<file path="src/rtl/gref_pkg.sv">
// Shared constants and types for the genlock reference conditioner.
package gref_pkg;

    // Default pixel-sample counter width (covers a 1728-sample line).
    localparam int unsigned SAMPLE_W_DEF   = 11;
    // Default sample at which the line-identification input is captured.
    localparam int unsigned CAPTURE_AT_DEF = 1444;
    // Default sample count that marks the start of a line.
    localparam int unsigned LINE_START_DEF = 0;

    // Where the V-axis inversion value for the next line comes from.
    typedef enum logic [1:0] {
        VS_OFF     = 2'd0,   // non-PAL format: no inversion
        VS_TOGGLE  = 2'd1,   // PAL without genlock: internal alternation
        VS_CAPTURE = 2'd2    // PAL with genlock: captured line-id
    } vinv_src_e;

endpackage

</file>
<file path="src/rtl/gref_sync.sv">
// Multi-stage synchronizer for asynchronous single-bit inputs.
// Assumes: STAGES >= 2; each bit is treated on its own (no bus coherence).
module gref_sync #(
    parameter int unsigned W      = 1,
    parameter int unsigned STAGES = 2
) (
    input  logic         clk,
    input  logic         rst_n,
    input  logic [W-1:0] d,
    output logic [W-1:0] q
);

    logic [STAGES-1:0][W-1:0] pipe;

    // Shift the inputs through the synchronizer chain.
    always_ff @(posedge clk) begin
        if (!rst_n) begin
            pipe <= '0;
        end else begin
            pipe <= {pipe[STAGES-2:0], d};
        end
    end

    assign q = pipe[STAGES-1];

endmodule

</file>
<file path="src/rtl/gref_div.sv">
// Reference edge detection and the reference divider with external phase reset.
// Assumes: ref_s and sync_s are already synchronized to clk.
// In divide mode, the sync rising edge takes priority over a reference edge
// that arrives in the same cycle.
module gref_div #(
    parameter int unsigned DIV_W = 2
) (
    input  logic             clk,
    input  logic             rst_n,
    input  logic             ref_s,
    input  logic             sync_s,
    input  logic             en,
    input  logic             quad,
    output logic             evt,
    output logic [DIV_W-1:0] phase
);

    logic             ref_p;
    logic             sync_p;
    logic             ref_rise;
    logic             sync_rise;
    logic             fire;
    logic [DIV_W-1:0] cnt;

    // Hold the previous synchronized levels for edge detection.
    always_ff @(posedge clk) begin
        if (!rst_n) begin
            ref_p  <= 1'b0;
            sync_p <= 1'b0;
        end else begin
            ref_p  <= ref_s;
            sync_p <= sync_s;
        end
    end

    // Decode rising edges and decide whether this edge is a phase event.
    always_comb begin
        ref_rise  = ref_s & ~ref_p;
        sync_rise = sync_s & ~sync_p;
        if (!en) begin
            fire = 1'b0;
        end else if (!quad) begin
            fire = ref_rise;
        end else begin
            fire = ref_rise & (cnt == '0) & ~sync_rise;
        end
    end

    // Divider count: cleared when idle or on sync, else advances per edge.
    always_ff @(posedge clk) begin
        if (!rst_n) begin
            cnt <= '0;
        end else if (!en || !quad) begin
            cnt <= '0;
        end else if (sync_rise) begin
            cnt <= '0;
        end else if (ref_rise) begin
            cnt <= cnt + 1'b1;
        end
    end

    // Register the event pulse for the phase detector.
    always_ff @(posedge clk) begin
        if (!rst_n) begin
            evt <= 1'b0;
        end else begin
            evt <= fire;
        end
    end

    assign phase = cnt;

endmodule

</file>
<file path="src/rtl/gref_lineid.sv">
// PAL line-identification capture and the V-axis inversion register.
// Assumes: pal_id and sample_cnt are synchronous to clk; CAPTURE_AT and
// LINE_START are distinct values within the sample counter range.
module gref_lineid
    import gref_pkg::*;
#(
    parameter int unsigned SAMPLE_W   = SAMPLE_W_DEF,
    parameter int unsigned CAPTURE_AT = CAPTURE_AT_DEF,
    parameter int unsigned LINE_START = LINE_START_DEF
) (
    input  logic                clk,
    input  logic                rst_n,
    input  logic                en,
    input  logic                pal,
    input  logic                pal_id,
    input  logic [SAMPLE_W-1:0] sample_cnt,
    output logic                vinv
);

    localparam logic [SAMPLE_W-1:0] CAP_CNT   = SAMPLE_W'(CAPTURE_AT);
    localparam logic [SAMPLE_W-1:0] START_CNT = SAMPLE_W'(LINE_START);

    logic      pend;
    logic      at_cap;
    logic      at_start;
    vinv_src_e src;

    // Decode the two sample positions this block acts on.
    always_comb begin
        at_cap   = (sample_cnt == CAP_CNT);
        at_start = (sample_cnt == START_CNT);
    end

    // Select where the next line's inversion value comes from.
    always_comb begin
        if (!pal) begin
            src = VS_OFF;
        end else if (!en) begin
            src = VS_TOGGLE;
        end else begin
            src = VS_CAPTURE;
        end
    end

    // Capture the line-id once per line, only in PAL genlock operation.
    always_ff @(posedge clk) begin
        if (!rst_n) begin
            pend <= 1'b0;
        end else if (at_cap && (src == VS_CAPTURE)) begin
            pend <= pal_id;
        end
    end

    // Update the inversion control at line start from the selected source.
    always_ff @(posedge clk) begin
        if (!rst_n) begin
            vinv <= 1'b0;
        end else if (at_start) begin
            case (src)
                VS_TOGGLE:  vinv <= ~vinv;
                VS_CAPTURE: vinv <= pend;
                default:    vinv <= 1'b0;
            endcase
        end
    end

endmodule

</file>
<file path="src/rtl/gref_cond.sv">
// Genlock reference input conditioner: synchronizes the reference and sync
// inputs, divides a 4x reference with sync-driven phase alignment, and
// derives the per-line PAL V-axis inversion control.
// Assumes: ref_in and sync_in are asynchronous with levels lasting at least
// two clk cycles; pal_id_in and sample_cnt are synchronous to clk.
module gref_cond
    import gref_pkg::*;
#(
    parameter int unsigned SYNC_STAGES = 2,
    parameter int unsigned DIV_W       = 2,
    parameter int unsigned SAMPLE_W    = SAMPLE_W_DEF,
    parameter int unsigned CAPTURE_AT  = CAPTURE_AT_DEF,
    parameter int unsigned LINE_START  = LINE_START_DEF
) (
    input  logic                clk,
    input  logic                rst_n,
    input  logic                ref_in,
    input  logic                sync_in,
    input  logic                pal_id_in,
    input  logic                genlock_en,
    input  logic                quad_ref,
    input  logic                pal_mode,
    input  logic [SAMPLE_W-1:0] sample_cnt,
    output logic                ref_evt,
    output logic [DIV_W-1:0]    div_phase,
    output logic                vinv
);

    localparam int unsigned N_ASYNC = 2;

    logic [N_ASYNC-1:0] async_raw;
    logic [N_ASYNC-1:0] async_s;

    assign async_raw = {sync_in, ref_in};

    gref_sync #(
        .W      (N_ASYNC),
        .STAGES (SYNC_STAGES)
    ) u_sync (
        .clk   (clk),
        .rst_n (rst_n),
        .d     (async_raw),
        .q     (async_s)
    );

    gref_div #(
        .DIV_W (DIV_W)
    ) u_div (
        .clk    (clk),
        .rst_n  (rst_n),
        .ref_s  (async_s[0]),
        .sync_s (async_s[1]),
        .en     (genlock_en),
        .quad   (quad_ref),
        .evt    (ref_evt),
        .phase  (div_phase)
    );

    gref_lineid #(
        .SAMPLE_W   (SAMPLE_W),
        .CAPTURE_AT (CAPTURE_AT),
        .LINE_START (LINE_START)
    ) u_lineid (
        .clk        (clk),
        .rst_n      (rst_n),
        .en         (genlock_en),
        .pal        (pal_mode),
        .pal_id     (pal_id_in),
        .sample_cnt (sample_cnt),
        .vinv       (vinv)
    );

endmodule

</file>
<file path="config.mk">
export PLATFORM = sky130hd
export DESIGN_NAME = gref_cond
export DESIGN_NICKNAME = d
export VERILOG_FILES = /design/src/rtl/gref_pkg.sv /design/src/rtl/gref_sync.sv /design/src/rtl/gref_div.sv /design/src/rtl/gref_lineid.sv /design/src/rtl/gref_cond.sv
export SDC_FILE = /design/constraint.sdc
export NUM_CORES = 1
export LEC_CHECK = 0
export BUFFER_PORTS_ARGS = -buffer_cell sky130_fd_sc_hd__clkbuf_2
export CAP_MARGIN = 20
export CORE_AREA = 4 4 45 47
export DETAILED_ROUTE_END_ITERATION = 8
export DIE_AREA = 0 0 49 51
export GPL_TIMING_DRIVEN = 0
export SETUP_SLACK_MARGIN = 0.2
export SLEW_MARGIN = 20
export SYNTH_ARGS = -nofsm -noshare
export SYNTH_HDL_FRONTEND = slang
export SYNTH_HIERARCHICAL = 1
export SYNTH_SLANG_ARGS = --single-unit
</file>
<file path="constraint.sdc">
create_clock -name clk -period 1 [get_ports clk]
set_input_delay 0.1 -clock clk [delete_from_list [all_inputs] [get_ports clk]]
set_output_delay 0.1 -clock clk [all_outputs]
set_load 0.005 [all_outputs]
</file>
Word-level counts from Yosys, hierarchy flattened
Cells that the tools add are included.
Storage, ports and cells
  bits of input ports: 19
  register bits after elaboration: 11
  word-level logic and storage cells: 33
Cells by class
  equality and inequality tests: 3
  add/subtract/negate cells: 1
  muxes and demuxes: 4
  reductions and logical operators: 8
  bitwise gates (word level): 9
Operator list (count)
  == test 11 bit (second input constant): 1
  logical NOT 11 bit: 1
  inverter 1 bit: 5
  bitwise AND 1 bit: 4
  two-way mux 2 bit: 2
  OR reduction 3 bit: 1
  adder 2 x 1 -> 2 bit (second input constant): 1
  == test 2 x 1 -> 1 bit (second input constant): 1
  == test 2 bit (second input constant): 1
  logical NOT 1 bit: 2
  logical NOT 2 bit: 1
  case mux 1 bit (2 select lines): 1
  AND reduction 2 bit: 1
  logical AND 1 bit: 1
  logical OR 1 bit: 1
  two-way mux 1 bit: 1

Logic depth before layout (Yosys ltp)
Gate-level depths: netlist of run 1.
  depth after elaboration: 5
  depth in mapped cells: 4

By module
The synthesis of run 1 kept the hierarchy.
Modules (own cells, without submodules)
  gref_div: instances 1, area each 203.9 µm², cells an instance 20, seq. area each 100.1 µm²
  gref_lineid: instances 1, area each 150.1 µm², cells an instance 17, seq. area each 40.0 µm²
  gref_sync: instances 1, area each 120.1 µm², cells an instance 10, seq. area each 80.1 µm²

Least setup slack after synthesis of run 1
Ideal clock, no wire load.
  kind: reg2reg
  from: register u_div.cnt[0] (netlist: u_div/phase[0])
  to: register u_div.cnt[1] (netlist: u_div/phase[1])
  cell stages (with the launch flop): 5
  setup slack: 0.046 ns
  required time: 0.884 ns
  arrival time: 0.838 ns
  library setup time: 0.116 ns
  path buffers: 0
  period minus slack after synthesis: 0.954 ns
  cells stage by stage: dfxtp_1 inv_1 ha_1 mux2i_1 nor2_1
On the way
  longest elaborated chain between the ends: 1
RTL lines
  start, declared: line gref_div.sv:23  | logic [DIV_W-1:0] cnt;
  start signal, assigned: line gref_div.sv:58  | cnt <= cnt + 1'b1;
  adder 2 x 1 -> 2 bit: line gref_div.sv:58
No other way between the ends.
A chain may end at the register's enable or synchronous reset.

Worst setup path after layout of run 1
  from: register u_sync.pipe (netlist bit u_sync/q[1])
  to: register u_div.cnt[1] (netlist: u_div/phase[1])
On the way
  longest elaborated chain between the ends: 2
RTL lines
  start, declared: line gref_sync.sv:13  | logic [STAGES-1:0][W-1:0] pipe;
  start signal, assigned: line gref_sync.sv:20  | pipe <= {pipe[STAGES-2:0], d};
  bitwise AND 1 bit: line gref_div.sv:39  | sync_rise = sync_s & ~sync_p;
  OR reduction 3 bit (no source line)
No other way between the ends.

==> flow_summary_export.csv, run 1 <==
group,metric,value,unit
sta,rsz0062_at_grt,"yes",
global_route,grt_pass1_vias,368,
worst_setup_path,slowest_stage,"dfxtp_1",
clock_tree,clock_latency,0.27,ns
clock_tree,cts_buffers,3,
worst_setup_path,cp-end-kind,"flop",
pwr,ir_drop,0.000873,V
sta,skew,0.00278,ns
routing,vias_per_cell,4.36,
job,cap_viol_max_count,0,
sta,max_slew_margin,83.5,%
floorplanning,dieArea,2500,um2
yosys,syn-cell-area,474,um2
routing,wirelength,856,um
worst_setup_path,criticalPathCategory,"flop to flop",
routing,drt_iter0_markers,6,
routing,vias,397,
worst_setup_path,critPathRequiredTime,1.16,ns
sta,post-route-min-period,0.931,ns
worst_setup_path,critPathBufInv,1,
sta,final_hold_viol_count,0,
global_route,grt_pass1_wl,1450,um
yosys,avgSynthCellArea,10.1,um2
worst_setup_path,critical_path.cell_chain,"buf_4 > or2b_1 > nand4_1 > nor2_1",
sta,holdWs,0.0252,ns
sta,fin_tns_setup,0,ns
global_route,gr-usage-all-layers,7.66,%
floorplanning,start_util,28.7,%
routing,wl_per_cell,9.41,um
cells_and_area,mostFrequentLayoutCells,"22 x clkbuf_2, 6 x and2_1, 6 x dfxtp_1, 5 x dfxtp_2, 4 x nand2_1",
clock_tree,cts_sinks,11,
place,io_buffers,22,
place,post_dp_cell_area,608,um2
pwr,finalPower,0.833,mW
worst_setup_path,path_delay_family,"simple AND/OR/NAND/NOR gates",
yosys,synth_edf_count,0,
clock_tree,cts_tree,"done",
worst_setup_path,startpoint_type,"flop",
floorplanning,io-pin-count,23,
floorplanning,coreArea,1650,um2
cells_and_area,num_antenna_cells,0,
worst_hold_path,hold_class,"input port to flop",
yosys,syn_inst,47,
yosys,yosysSeqAreaShare,46.4,%
routing,route.detailed.drc,0,
yosys,ys_warn_count,6,
sta,report.final.slew_viol_count,0,
pwr,p_per_area,1260,nW/um2
global_route,grt_max_degree,13,
sta,finalCritPeriodShare,93.1,%
worst_setup_path,cp_slowest_stage_delay,0.31,ns
clock_tree,cts_buffer_depth,2,
status,status,"complete, no violations",
routing,drt_first_pass_iters,4,
floorplanning,die_h,51,um
place,place_hpwl,681,um
clock_tree,holdBufCountCts,0,
floorplanning,placementRows,15,
place,finalWeightedCongestion,0.640,
pwr,leakage,0.311,nW
global_route,grt_overflow_total,0,
cells_and_area,nets,95,
routing,postRouteAntennaNets,0,
yosys,ys_ff_latch,11,
yosys,synth_cell_types,22,
clock_tree,h-tree-depth,1,
floorplanning,fp.dieW,49,um
sta,final-setup-viol-count,0,
sta,worst_slew_pin_slew,0.245,ns
cells_and_area,final_cell_area,663,um2
clock_tree,root_buffer,"clkbuf_4",
sta,fmax,1.07,GHz
clock_tree,path_clk_slew,0.07,ns
yosys,synth_flop_cell,"dfxtp_1",
cells_and_area,final_common_cell,"clkbuf_2",
yosys,ys_async_sr_fraction,0,%
cells_and_area,layout-drive-gt1-share,55.4,%
worst_setup_path,cp_data_arrival_time,1.09,ns
cells_and_area,area_growth,39.8,%
yosys,synth_nets,67,
global_route,antenna_found_initial,0,
worst_setup_path,worst-path-max-fanout,2,
layout make-up:
| type | instances | area [um2] |
|---|---|---|
| plain buffers | 2 | 15.0 |
| clock buffers | 3 | 22.5 |
| clock inverters | 1 | 5.00 |
| fillers | 181 | 988 |
| inverters | 2 | 7.51 |
| multi-input cells | 32 | 248 |
| flip-flops and latches | 11 | 226 |
| well taps | 17 | 21.3 |
| repair buffers | 23 | 118 |
per-stage QoR:
step,setup WS [ns],util [%],instances
floorplan,0.0843,-,47
global placement,0.0811,36.8,86
detailed placement,0.0519,36.8,86
CTS,0.0751,39.8,91
global route,-0.0239,40.2,91
finish,0.0695,40.2,91
registers in the layout (all words and copies together), names as in the netlist:
name	count
u_lineid/vinv	1
u_div/ref_p	1
u_sync/pipe	2
u_div/sync_p	1
u_div/evt	1
u_div/phase	2
u_lineid/pend	1
u_sync/q	2
logic make-up after synthesis:
family / count (synthesis) / synth area share [%]
compound gates: 2 / 2.64
flops: 11 / 46.4
xor+xnor: 1 / 1.85
simple gates: 25 / 35.4
mux: 3 / 6.33
buf+inv: 4 / 4.75
fa+ha+maj: 1 / 2.64
path summary, 6_finish.rpt:
kind | from | to | slack, ns | cells after the start
setup / recovery | u_sync/q[1] | u_div/phase[1] | 0.07 | 4
hold / removal | quad_ref | u_div/evt | 0.03 | 2
setup reg to reg | u_sync/q[1] | u_div/phase[1] | 0.07 | 4
hold reg to reg | u_sync/pipe[1] | u_sync/q[1] | 0.43 | 1
cells in the mapped netlist (2+ instances only):
cell type / instances / area share [%]
and2_1: 6 / 7.9
buf_4: 2 / 3.2
dfxtp_1: 11 / 46
inv_1: 2 / 1.6
mux2i_1: 3 / 6.3
nand2_1: 4 / 3.2
nand4_1: 2 / 2.6
nor2_1: 3 / 2.4
routing by layer:
metal / global-route usage (%) / vias to the layer above / share of wire (%)
li1: - / 213 / -
met1: 7.82 / 169 / 40
met2: 12.6 / 13 / 50
met3: 4.96 / 2 / 9.3
met4: 2.69 / 0 / 0.70
met5: 0 / - / 0
timing repair:
action                                  in CTS  in global routing
endpoints found under the setup margin       6                  8
gates cloned                                 0                  0
pin swaps                                    3                  1
gates resized for setup                      3                  3
setup buffers                                1                  0
report_power, final:
| part | internal (mW) | switching [mW] |
|---|---|---|
| combinational | 0.0483 | 0.0368 |
| sequential | 0.449 | 0.00287 |
| clock | 0.148 | 0.149 |
| total | 0.645 | 0.188 |
(Power assumes the default switching activity.)
==> run 2, diff against run 1 <==
--- a/config.mk
+++ b/config.mk
@@ -7,10 +7,11 @@
 export LEC_CHECK = 0
 export BUFFER_PORTS_ARGS = -buffer_cell sky130_fd_sc_hd__clkbuf_2
 export CAP_MARGIN = 20
-export CORE_AREA = 4 4 45 47
+export CORE_AREA = 4 4 41 43
 export DETAILED_ROUTE_END_ITERATION = 8
-export DIE_AREA = 0 0 49 51
+export DIE_AREA = 0 0 45 47
 export GPL_TIMING_DRIVEN = 0
+export PLACE_DENSITY = 0.67
 export SETUP_SLACK_MARGIN = 0.2
 export SLEW_MARGIN = 20
 export SYNTH_ARGS = -nofsm -noshare
==> flow_summary_export.csv, run 2 (same netlist as run 1, synthesis figures left out) <==
group,metric,value,unit
status,status,"complete, no violations",
cells_and_area,num_antenna_cells,0,
sta,post-route-min-period,0.924,ns
pwr,p_per_area,1260,nW/um2
cells_and_area,final_common_cell,"clkbuf_2",
clock_tree,cts_sinks,11,
worst_setup_path,r2r-end,"u_div/phase[1]",
routing,drt_iter0_markers,4,
routing,vias,393,
cells_and_area,final_cell_area,662,um2
routing,wirelength,898,um
sta,fmax,1.08,GHz
sta,finalCritPeriodShare,92.4,%
routing,vias_per_cell,4.42,
global_route,grt_max_degree,13,
worst_hold_path,min_path_cells,2,
pwr,leakage,0.311,nW
worst_setup_path,critPathRequiredTime,1.16,ns
floorplanning,placementRows,13,
worst_hold_path,hold_class,"input port to flop",
sta,final_hold_viol_count,0,
worst_hold_path,min_to,"u_sync/pipe[0]",
worst_setup_path,startpoint_type,"flop",
global_route,grt_pass1_vias,373,
worst_setup_path,cp_data_arrival_time,1.08,ns
worst_setup_path,r2r_setup_slack,0.08,ns
worst_setup_path,critPathLaunch,"u_sync/q[0]",
clock_tree,path_clk_slew,0.07,ns
worst_setup_path,slowest_stage,"dfxtp_2",
worst_setup_path,criticalPathCategory,"flop to flop",
pwr,finalPower,0.834,mW
place,finalWeightedCongestion,0.573,
worst_setup_path,critical_path.cell_chain,"buf_6 > nor2b_4 > mux2i_1 > nor2_1",
floorplanning,fp.dieW,45,um
worst_setup_path,critPathBufInv,1,
global_route,antenna_found_initial,0,
sta,skew,0.00175,ns
worst_setup_path,path_depth,4,
floorplanning,coreArea,1300,um2
global_route,gr-usage-all-layers,10.6,%
floorplanning,die_h,47,um
clock_tree,holdBufCountCts,0,
sta,final-setup-viol-count,0,
worst_hold_path,hp-start,"ref_in",
cells_and_area,mostFrequentLayoutCells,"22 x clkbuf_2, 6 x dfxtp_1, 5 x and2_1, 5 x dfxtp_2, 4 x nand2_1",
floorplanning,start_util,36.4,%
sta,rsz0062_at_grt,"yes",
clock_tree,root_buffer,"clkbuf_4",
global_route,grt_pass1_wl,1480,um
sta,max_slew_margin,81.3,%
floorplanning,io-pin-count,23,
routing,postRouteAntennaNets,0,
clock_tree,cts_buffer_depth,2,
clock_tree,h-tree-depth,1,
cells_and_area,area_growth,39.6,%
global_route,grt_overflow_total,0,
worst_setup_path,cp_slowest_stage_delay,0.32,ns
clock_tree,cts_buffers,3,
sta,worst_slew_pin_slew,0.278,ns
place,post_dp_cell_area,606,um2
clock_tree,clock_latency,0.26,ns
routing,wl_per_cell,10.1,um
worst_setup_path,worst-path-max-fanout,3,
clock_tree,cts_tree,"done",
floorplanning,dieArea,2120,um2
sta,report.final.slew_viol_count,0,
job,cap_viol_max_count,0,
routing,drt_first_pass_iters,4,
worst_setup_path,path_delay_family,"flip-flops",
cells_and_area,layout-drive-gt1-share,54.1,%
worst_setup_path,cp-end-kind,"flop",
cells_and_area,nets,95,
worst_setup_path,r2r_cells,4,
routing,route.detailed.drc,0,
pwr,ir_drop,0.000758,V
place,io_buffers,22,
worst_setup_path,r2r_start,"u_sync/q[0]",
run 2: cell count changes in the layout (fill, tap and decap cells not counted), sizes merged:
cell	before	now
clkbuf	25	26
clkinv	1	0
run 2: through the flow:
stage / util (%) / worst slack (ns) / std cells / TNS [ns] / hold slack [ns]
2_1_floorplan: - / 0.0843 / 47 / 0 / 0.192
3_3_place_gp: 46.5 / 0.0820 / 84 / 0 / 0.302
3_5_place_dp: 46.5 / 0.0618 / 84 / 0 / 0.310
4_1_cts: 50.2 / 0.0713 / 89 / 0 / 0.0201
5_1_grt: 50.9 / -0.0137 / 89 / -0.0137 / 0.0187
6_report: 50.9 / 0.0759 / 89 / 0 / 0.0364
run 2: final cells by class:
cell class              count  area, um2
flip-flops and latches     11        226
plain buffers               2       18.8
repair buffers             23        118
clock buffers               4       26.3
fillers                   142        639
multi-input cells          32        246
inverters                   2       7.51
well taps                  15       18.8
run 2: worst max path at each step:
| stage | endpoint | slack, ns |
|---|---|---|
| after floorplan | u_div/phase[1] | 0.08 |
| after global placement | u_div/phase[1] | 0.08 |
| after detailed placement | u_div/phase[1] | 0.06 |
| after CTS | u_div/phase[1] | 0.07 |
| after global routing | u_div/phase[1] | -0.01 |
| final | u_div/phase[1] | 0.08 |
run 2: what timing repair did:
item / CTS / global route
gates cloned: 0 / 0
pin swaps: 4 / 2
setup buffers: 1 / 0
resized for setup: 3 / 4
endpoints found under the setup margin: 7 / 8
run 2: worst reg2reg max path, stage by stage, from the launching register on:
cell and delay (ns):
dfxtp_2 0.32, buf_6 0.08, nor2b_4 0.17, mux2i_1 0.19
nor2_1 0.06
run 2: where the power goes:
part / switching (mW) / internal, mW / total (mW)
logic: 0.0363 / 0.0493 / 0.0856
clock network: 0.142 / 0.154 / 0.296
registers: 0.00315 / 0.449 / 0.452
run 2: layer usage:
layer	wire, um	share of wire, %	GRT usage (%)
met5	0	0	0
met2	464	52	15.8
met1	381	42	11.5
met4	9	1.0	8.77
met3	43	4.8	4.60
